## config.mk

```make
export PLATFORM = sky130hd
export DESIGN_NAME = cls_action_resolver
export DESIGN_NICKNAME = d
export VERILOG_FILES = /design/src/rtl/cls_act_pkg.sv /design/src/rtl/cls_fwd_resolve.sv /design/src/rtl/cls_qos_resolve.sv /design/src/rtl/cls_tri_flag.sv /design/src/rtl/cls_action_resolver.sv
export SDC_FILE = /design/constraint.sdc
export NUM_CORES = 1
export LEC_CHECK = 0
export ABC_AREA = 1
export BUFFER_PORTS_ARGS = -buffer_cell sky130_fd_sc_hd__buf_4
export CAP_MARGIN = 20
export CORE_UTILIZATION = 30
export DETAILED_ROUTE_END_ITERATION = 10
export SYNTH_ARGS = -nofsm -noshare
export SYNTH_HDL_FRONTEND = slang
export SYNTH_SLANG_ARGS = --single-unit
```

## constraint.sdc

```tcl
create_clock -name clk -period 1.1 [get_ports clk]
set_clock_uncertainty 0.05 [all_clocks]
set_input_delay 0.11 -clock clk [delete_from_list [all_inputs] [get_ports clk]]
set_output_delay 0.11 -clock clk [all_outputs]
set_load 0.01 [all_outputs]
```

## src/rtl/cls_act_pkg.sv

```systemverilog
package cls_act_pkg;

    typedef enum logic [2:0] {
        FWD_OFF      = 3'd0,
        FWD_DEFAULT  = 3'd1,
        FWD_DROP     = 3'd2,
        FWD_CPU      = 3'd3,
        FWD_ALT_MAP  = 3'd4,
        FWD_MC_RTR   = 3'd5,
        FWD_MC_LEARN = 3'd6,
        FWD_RSVD     = 3'd7
    } fwd_code_e;

    typedef enum logic [1:0] {
        LRN_NONE   = 2'd0,
        LRN_FOLLOW = 2'd1,
        LRN_NEVER  = 2'd2,
        LRN_ALWAYS = 2'd3
    } learn_code_e;

    typedef enum logic [1:0] {
        MTR_NONE = 2'd0,
        MTR_S0   = 2'd1,
        MTR_S1   = 2'd2,
        MTR_PAIR = 2'd3
    } meter_code_e;

    // shared by class, VLAN and the five flag groups
    localparam logic [1:0] SEL_OVERRIDE = 2'd2;

    localparam int NUM_FLAGS = 5;
    localparam int FL_XSTATE = 0;
    localparam int FL_XVLAN  = 1;
    localparam int FL_CRIT   = 2;
    localparam int FL_IRQ    = 3;
    localparam int FL_TSTAMP = 4;

endpackage

```

## src/rtl/cls_fwd_resolve.sv

```systemverilog
module cls_fwd_resolve
    import cls_act_pkg::*;
#(
    parameter int NUM_PORTS  = 12,
    parameter int PORT_IDX_W = 4
) (
    input  logic                  hit,
    input  logic [2:0]            fwd_mode,
    input  logic [2:0]            snoop_mode,
    input  logic [1:0]            learn_mode,
    input  logic [NUM_PORTS-1:0]  alt_map,
    input  logic [NUM_PORTS-1:0]  dflt_map,
    input  logic [PORT_IDX_W-1:0] cpu_port,
    input  logic                  fwd_ok,
    output logic [NUM_PORTS-1:0]  port_map,
    output logic                  mc_router,
    output logic                  mc_learn,
    output logic                  learn
);

    logic [NUM_PORTS-1:0] cpu_map;

    always_comb begin
        cpu_map = '0;
        for (int p = 0; p < NUM_PORTS; p++) begin
            if (cpu_port == PORT_IDX_W'(p)) cpu_map[p] = 1'b1;
        end
    end

    always_comb begin
        port_map  = dflt_map;
        mc_router = 1'b0;
        mc_learn  = 1'b0;
        if (hit && (snoop_mode == 3'd0)) begin
            case (fwd_code_e'(fwd_mode))
                FWD_DROP:     port_map = '0;
                FWD_CPU:      port_map = cpu_map;
                FWD_ALT_MAP:  port_map = alt_map;
                FWD_MC_RTR:   mc_router = 1'b1;
                FWD_MC_LEARN: mc_learn  = 1'b1;
                default:      port_map = dflt_map;
            endcase
        end
    end

    always_comb begin
        learn = fwd_ok;
        if (hit) begin
            case (learn_code_e'(learn_mode))
                LRN_NEVER:  learn = 1'b0;
                LRN_ALWAYS: learn = 1'b1;
                default:    learn = fwd_ok;
            endcase
        end
    end

endmodule

```

## src/rtl/cls_qos_resolve.sv

```systemverilog
module cls_qos_resolve
    import cls_act_pkg::*;
#(
    parameter int TC_W    = 4,
    parameter int VID_W   = 12,
    parameter int METER_W = 6
) (
    input  logic               hit,
    input  logic [1:0]         tc_mode,
    input  logic [TC_W-1:0]    alt_tc,
    input  logic [TC_W-1:0]    dflt_tc,
    input  logic [1:0]         vlan_mode,
    input  logic [VID_W-1:0]   alt_vid,
    input  logic [VID_W-1:0]   dflt_vid,
    input  logic [1:0]         meter_mode,
    input  logic [METER_W-1:0] meter_base,
    output logic [TC_W-1:0]    tc,
    output logic [VID_W-1:0]   vid,
    output logic               m0_en,
    output logic [METER_W-1:0] m0_id,
    output logic               m1_en,
    output logic [METER_W-1:0] m1_id
);

    always_comb begin
        tc  = (hit && tc_mode == SEL_OVERRIDE) ? alt_tc : dflt_tc;
        vid = (hit && vlan_mode == SEL_OVERRIDE) ? alt_vid : dflt_vid;
    end

    always_comb begin
        m0_en = 1'b0;
        m0_id = '0;
        m1_en = 1'b0;
        m1_id = '0;
        if (hit) begin
            case (meter_code_e'(meter_mode))
                MTR_S0: begin
                    m0_en = 1'b1;
                    m0_id = meter_base;
                end
                MTR_S1: begin
                    m1_en = 1'b1;
                    m1_id = meter_base;
                end
                MTR_PAIR: begin
                    m0_en = 1'b1;
                    m0_id = meter_base;
                    m1_en = 1'b1;
                    m1_id = meter_base + METER_W'(1);
                end
                default: ;
            endcase
        end
    end

endmodule

```

## src/rtl/cls_tri_flag.sv

```systemverilog
module cls_tri_flag
    import cls_act_pkg::*;
(
    input  logic       hit,
    input  logic [1:0] mode,
    output logic       flag
);

    always_comb flag = hit && (mode == SEL_OVERRIDE);

endmodule

```

## src/rtl/cls_action_resolver.sv

```systemverilog
module cls_action_resolver
    import cls_act_pkg::*;
#(
    parameter int NUM_PORTS  = 12,
    parameter int PORT_IDX_W = (NUM_PORTS > 1) ? $clog2(NUM_PORTS) : 1,
    parameter int TC_W       = 4,
    parameter int VID_W      = 12,
    parameter int METER_W    = 6,
    parameter int FLOW_W     = 16
) (
    input  logic                  clk,
    input  logic                  rst_n,
    input  logic                  in_valid,
    input  logic                  rule_hit,
    input  logic [2:0]            fwd_mode,
    input  logic [2:0]            snoop_mode,
    input  logic [1:0]            learn_mode,
    input  logic [1:0]            tc_mode,
    input  logic [1:0]            meter_mode,
    input  logic [1:0]            vlan_mode,
    input  logic [1:0]            xstate_mode,
    input  logic [1:0]            xvlan_mode,
    input  logic [1:0]            crit_mode,
    input  logic [1:0]            irq_mode,
    input  logic [1:0]            tstamp_mode,
    input  logic [NUM_PORTS-1:0]  alt_port_map,
    input  logic [TC_W-1:0]       alt_tc,
    input  logic [VID_W-1:0]      alt_vid,
    input  logic [METER_W-1:0]    meter_base,
    input  logic                  remark_pcp_en,
    input  logic                  remark_dscp_en,
    input  logic                  remark_cls_en,
    input  logic                  flow_id_en,
    input  logic [FLOW_W-1:0]     flow_id,
    input  logic [NUM_PORTS-1:0]  dflt_port_map,
    input  logic [TC_W-1:0]       dflt_tc,
    input  logic [VID_W-1:0]      dflt_vid,
    input  logic [PORT_IDX_W-1:0] cpu_port,
    input  logic                  fwd_ok,
    output logic                  out_valid,
    output logic [NUM_PORTS-1:0]  out_port_map,
    output logic                  out_mc_router,
    output logic                  out_mc_learn,
    output logic [2:0]            out_snoop_type,
    output logic                  out_learn,
    output logic [TC_W-1:0]       out_tc,
    output logic                  out_meter0_en,
    output logic [METER_W-1:0]    out_meter0_id,
    output logic                  out_meter1_en,
    output logic [METER_W-1:0]    out_meter1_id,
    output logic [VID_W-1:0]      out_vid,
    output logic                  out_bypass_state,
    output logic                  out_bypass_vlan,
    output logic                  out_critical,
    output logic                  out_irq,
    output logic                  out_tstamp,
    output logic                  out_remark_pcp,
    output logic                  out_remark_dscp,
    output logic                  out_remark_cls,
    output logic                  out_flow_en,
    output logic [FLOW_W-1:0]     out_flow_id,
    output logic                  out_conflict
);

    typedef struct packed {
        logic                 vld;
        logic [NUM_PORTS-1:0] pmap;
        logic                 mc_rtr;
        logic                 mc_lrn;
        logic [2:0]           snoop;
        logic                 learn;
        logic [TC_W-1:0]      tc;
        logic                 m0_en;
        logic [METER_W-1:0]   m0_id;
        logic                 m1_en;
        logic [METER_W-1:0]   m1_id;
        logic [VID_W-1:0]     vid;
        logic [NUM_FLAGS-1:0] flags;
        logic                 rmk_pcp;
        logic                 rmk_dscp;
        logic                 rmk_cls;
        logic                 flow_en;
        logic [FLOW_W-1:0]    flow;
        logic                 conflict;
    } decision_t;

    decision_t dec_d, dec_q;

    logic [NUM_PORTS-1:0] fr_map;
    logic                 fr_mc_rtr, fr_mc_lrn, fr_learn;
    logic [TC_W-1:0]      qr_tc;
    logic [VID_W-1:0]     qr_vid;
    logic                 qr_m0_en, qr_m1_en;
    logic [METER_W-1:0]   qr_m0_id, qr_m1_id;
    logic [NUM_FLAGS-1:0] flag_vec;
    logic [1:0]           flag_mode [NUM_FLAGS];

    cls_fwd_resolve #(
        .NUM_PORTS  (NUM_PORTS),
        .PORT_IDX_W (PORT_IDX_W)
    ) i_fwd (
        .hit        (rule_hit),
        .fwd_mode   (fwd_mode),
        .snoop_mode (snoop_mode),
        .learn_mode (learn_mode),
        .alt_map    (alt_port_map),
        .dflt_map   (dflt_port_map),
        .cpu_port   (cpu_port),
        .fwd_ok     (fwd_ok),
        .port_map   (fr_map),
        .mc_router  (fr_mc_rtr),
        .mc_learn   (fr_mc_lrn),
        .learn      (fr_learn)
    );

    cls_qos_resolve #(
        .TC_W    (TC_W),
        .VID_W   (VID_W),
        .METER_W (METER_W)
    ) i_qos (
        .hit        (rule_hit),
        .tc_mode    (tc_mode),
        .alt_tc     (alt_tc),
        .dflt_tc    (dflt_tc),
        .vlan_mode  (vlan_mode),
        .alt_vid    (alt_vid),
        .dflt_vid   (dflt_vid),
        .meter_mode (meter_mode),
        .meter_base (meter_base),
        .tc         (qr_tc),
        .vid        (qr_vid),
        .m0_en      (qr_m0_en),
        .m0_id      (qr_m0_id),
        .m1_en      (qr_m1_en),
        .m1_id      (qr_m1_id)
    );

    always_comb begin
        flag_mode[FL_XSTATE] = xstate_mode;
        flag_mode[FL_XVLAN]  = xvlan_mode;
        flag_mode[FL_CRIT]   = crit_mode;
        flag_mode[FL_IRQ]    = irq_mode;
        flag_mode[FL_TSTAMP] = tstamp_mode;
    end

    for (genvar g = 0; g < NUM_FLAGS; g++) begin : g_flag
        cls_tri_flag i_flag (
            .hit  (rule_hit),
            .mode (flag_mode[g]),
            .flag (flag_vec[g])
        );
    end

    always_comb begin
        logic clash;
        clash = rule_hit && flow_id_en && (fwd_mode == FWD_ALT_MAP);

        dec_d          = '0;
        dec_d.vld      = in_valid;
        dec_d.pmap     = fr_map;
        dec_d.mc_rtr   = fr_mc_rtr;
        dec_d.mc_lrn   = fr_mc_lrn;
        dec_d.snoop    = rule_hit ? snoop_mode : 3'd0;
        dec_d.learn    = fr_learn;
        dec_d.tc       = qr_tc;
        dec_d.m0_en    = qr_m0_en;
        dec_d.m0_id    = qr_m0_id;
        dec_d.m1_en    = qr_m1_en;
        dec_d.m1_id    = qr_m1_id;
        dec_d.vid      = qr_vid;
        dec_d.flags    = flag_vec;
        dec_d.rmk_pcp  = rule_hit ? remark_pcp_en  : 1'b1;
        dec_d.rmk_dscp = rule_hit ? remark_dscp_en : 1'b1;
        dec_d.rmk_cls  = rule_hit ? remark_cls_en  : 1'b1;
        dec_d.conflict = clash;
        dec_d.flow_en  = rule_hit && flow_id_en && !clash;
        dec_d.flow     = dec_d.flow_en ? flow_id : '0;
    end

    always_ff @(posedge clk) begin
        if (!rst_n) dec_q <= '0;
        else        dec_q <= dec_d;
    end

    assign out_valid        = dec_q.vld;
    assign out_port_map     = dec_q.pmap;
    assign out_mc_router    = dec_q.mc_rtr;
    assign out_mc_learn     = dec_q.mc_lrn;
    assign out_snoop_type   = dec_q.snoop;
    assign out_learn        = dec_q.learn;
    assign out_tc           = dec_q.tc;
    assign out_meter0_en    = dec_q.m0_en;
    assign out_meter0_id    = dec_q.m0_id;
    assign out_meter1_en    = dec_q.m1_en;
    assign out_meter1_id    = dec_q.m1_id;
    assign out_vid          = dec_q.vid;
    assign out_bypass_state = dec_q.flags[FL_XSTATE];
    assign out_bypass_vlan  = dec_q.flags[FL_XVLAN];
    assign out_critical     = dec_q.flags[FL_CRIT];
    assign out_irq          = dec_q.flags[FL_IRQ];
    assign out_tstamp       = dec_q.flags[FL_TSTAMP];
    assign out_remark_pcp   = dec_q.rmk_pcp;
    assign out_remark_dscp  = dec_q.rmk_dscp;
    assign out_remark_cls   = dec_q.rmk_cls;
    assign out_flow_en      = dec_q.flow_en;
    assign out_flow_id      = dec_q.flow;
    assign out_conflict     = dec_q.conflict;

    a_r3_drop_empty: assert property (@(posedge clk) disable iff (!rst_n)
        (rule_hit && snoop_mode == 3'd0 && fwd_mode == 3'd2) |=> (out_port_map == '0));

    a_r4_snoop_wins: assert property (@(posedge clk) disable iff (!rst_n)
        (rule_hit && snoop_mode != 3'd0) |=>
            (out_port_map == $past(dflt_port_map) && !out_mc_router && !out_mc_learn));

    a_r5_forced_off: assert property (@(posedge clk) disable iff (!rst_n)
        (rule_hit && learn_mode == 2'd2) |=> !out_learn);

    a_r5_forced_on: assert property (@(posedge clk) disable iff (!rst_n)
        (rule_hit && learn_mode == 2'd3) |=> out_learn);

    a_r2_miss_quiet: assert property (@(posedge clk) disable iff (!rst_n)
        !rule_hit |=> (!out_irq && !out_meter0_en && !out_meter1_en && !out_conflict));

    a_r7_pair_adjacent: assert property (@(posedge clk) disable iff (!rst_n)
        (out_meter0_en && out_meter1_en) |-> (out_meter1_id == out_meter0_id + METER_W'(1)));

    a_r11_no_flow_on_clash: assert property (@(posedge clk) disable iff (!rst_n)
        out_conflict |-> (!out_flow_en && out_flow_id == '0));

    a_r12_valid_tracks: assert property (@(posedge clk) disable iff (!rst_n)
        in_valid |=> out_valid);

endmodule

```

==> flow_summary.yaml <==
synth:
  synth.distinct_cells: 19
  synth_compound_area_frac: 0.03801
  syn_nets: 496
  ys_warn_count: 0
  synth_top_family_by_area: "simple AND/OR/NAND/NOR gates"
  yosysSeqAreaShare: 0.5430
  netlist_area_mm2: 0.002765
  synth_simple_gate_area_share: 0.3199
  ys_seq_elements: 75
  syn_area_per_cell_um2: 7.277
  synth_fa_ha_area_frac: 0.004525
  synthCells: 380
  synth_mux_area_frac: 0
  synthXorXnorAreaFrac: 0
worst_hold_path:
  hold_class: "in -> reg"
timing:
  holdWs_ns: 0.02032
  setup_ws_ns: 0.04582
  slew_headroom: 0.7058
  finalHoldViolations: 0
  setup_viol: 0
  min_period_ns: 1.054
  fmax_mhz: 948.6
  slew_violations: 0
  tightestPinTransition_ns: 0.4409
  fin_crit_sh: 0.9583
global_route:
  grtUsageMet1: 0.1971
  grt_usage: 0.1910
  grt_pass1_vias: 3221
  grt.busiest_layer: "met2"
  grt_first_pass_wirelength_um: 14560
  grt_max_degree: 25
  globalRouteMet3Util: 0.06228
  antenna_found_initial: 0
  grt-ovfl-total: 0
  gr-usage-met2: 0.3537
final_layout:
  multi_input_area_mm2: 0.001012
  fill_cells: 786
  layout-drive-gt1-share: 0.3525
  finish.instance_area_mm2: 0.005363
  syn_to_final_growth_pct: 93.94
  layout_commonest_cell: "buf_4"
  antenna_cells: 0
  seq_area_mm2: 0.001501
  layout_common_cells: "204 x buf_4, 111 x nor2_1, 75 x dfxtp_1"
  layout.nets: 772
cts:
  cts.sinks: 75
  cts_inserted_buffers: 9
  cts_setup_buffers: 0
  cts_tree: "yes"
  clk_path_buf_depth: 2
  cts_root_buf: "clkbuf_8"
  clk_pin_slew_ns: 0.08
  htreeDepth: 3
critical_path:
  cp_data_required_time_ns: 1.33
  critical_path_class: "in -> reg"
  endpoint_kind: "flop"
  start_kind: "primary input"
  worstPathMaxFanout: 5
  worstPathArrival_ns: 1.28
floorplanning:
  start_util: 0.3140
  dieWidth_um: 98.01
  ioPinCount: 190
  die_h_um: 98.01
  rows: 34
  core_mm2: 0.008806
  fp.dieArea_mm2: 0.009605
placed_design:
  post-dp-hpwl_um: 6228
  routabilityCongestion: 0.7635
  io_buffer_count: 189
  place_area_mm2: 0.004397
  place_ws_ns: -0.1983
pwr:
  peakVddDrop_mv: 0.7134
  combPwrFrac: 0.174
  clkPwrFrac: 0.392
  seq_power_share: 0.435
  leakage_nw: 2.902
  switchingPower_mw: 1.555
  sw_frac_of_total: 0.2357
  internal_power_mw: 5.041
  power.density_mw_per_mm2: 1230
detailed_routing:
  vias: 3252
  drtIter0Drc: 51
  drtPass1Iterations: 7
  post_drt_wl_per_cell_um: 12.02
  route.detailed.drc: 12
  drtAntennaViolNets: 0
  vias_per_cell: 4.229
  routed_wl_um: 9246
status:
  status: "finished with violations"
  violations: "DRC"
job:
  drv_cap: 0
path summary, 6_finish.rpt:
path,from,end,depth (start not counted)
max,meter_mode[0],out_meter1_id[5],8
min,fwd_ok,out_learn,3
layout make-up:
| type | instances | area share |
|---|---|---|
| Inverter | 55 | 0.03850 |
| Timing Repair Buffer | 276 | 0.4218 |
| Clock inverter | 7 | 0.02263 |
| Sequential cell | 75 | 0.2800 |
| Clock buffer | 9 | 0.02310 |
| Tap cell | 108 | 0.02520 |
| Multi-Input combinational cell | 239 | 0.1888 |
state kept, by name, indices dropped and copies added (netlist names), 3 cells and up:
register	flops
out_flow_id	16
out_port_map	12
out_vid	12
out_meter0_id	6
out_meter1_id	6
out_tc	4
out_snoop_type	3
metrics by stage:
stage,setup TNS (ns),total power [mW],std cells,utilization
after CTS,0,6.669,768,0.6067
after detailed placement,-2.149,3.858,682,0.4993
final,0,6.596,769,0.6090
after global placement,-2.098,3.848,682,0.4993
after floorplan,0,3.240,380,-
after global routing,-0.003214,6.929,769,0.6090
power by group through the flow:
stage	combinational, mW	sequential [mW]	clock [mW]
detailed placement	0.928	2.93	0
global route	1.24	2.88	2.81
CTS	1.13	2.87	2.67
finish	1.15	2.87	2.58
floorplan	0.251	2.99	0
global placement	0.921	2.93	0
logic make-up after synthesis:
| kind of cell | after synthesis |
|---|---|
| adder cells (fa/ha/maj) | 1 |
| flip-flops | 75 |
| AO/OA/AOI/OAI | 21 |
| buffers and inverters | 66 |
| AND/OR/NAND/NOR | 217 |
repair_timing:
item / CTS / global route
hold buffers: 70 / 1
setup endpoints to repair: 0 / 4
gates resized for setup: 0 / 3
hold endpoints to repair: 53 / 1
critical path, cell delays in order:
cell           delay (ns)
dlygate4sd3_1        0.53
buf_4                0.13
nand2_1              0.10
nor2_2               0.11
nand3_1              0.10
nand2_1              0.07
nand2_1              0.05
nor2_1               0.08
metal layers:
| metal | vias to the layer above | share of wire |
|---|---|---|
| li1 | 1689 | - |
| met1 | 1433 | 0.39 |
| met2 | 120 | 0.52 |
| met3 | 10 | 0.076 |
| met4 | 0 | 0.014 |
| met5 | - | 0 |
synth_stat cells, drive strengths merged:
cell type,instances,area share
nand3,27,0.053
a21oi,3,0.0054
ha,1,0.0045
nor2,115,0.16
inv,55,0.075
buf,6,0.013
clkbuf,5,0.0068
nor4,1,0.0023
o21ai,18,0.033
dfxtp,75,0.54
nor3,4,0.0072
nand2,69,0.096
nor3b,1,0.0027
No activity file was read; power rests on OpenSTA's default activity.
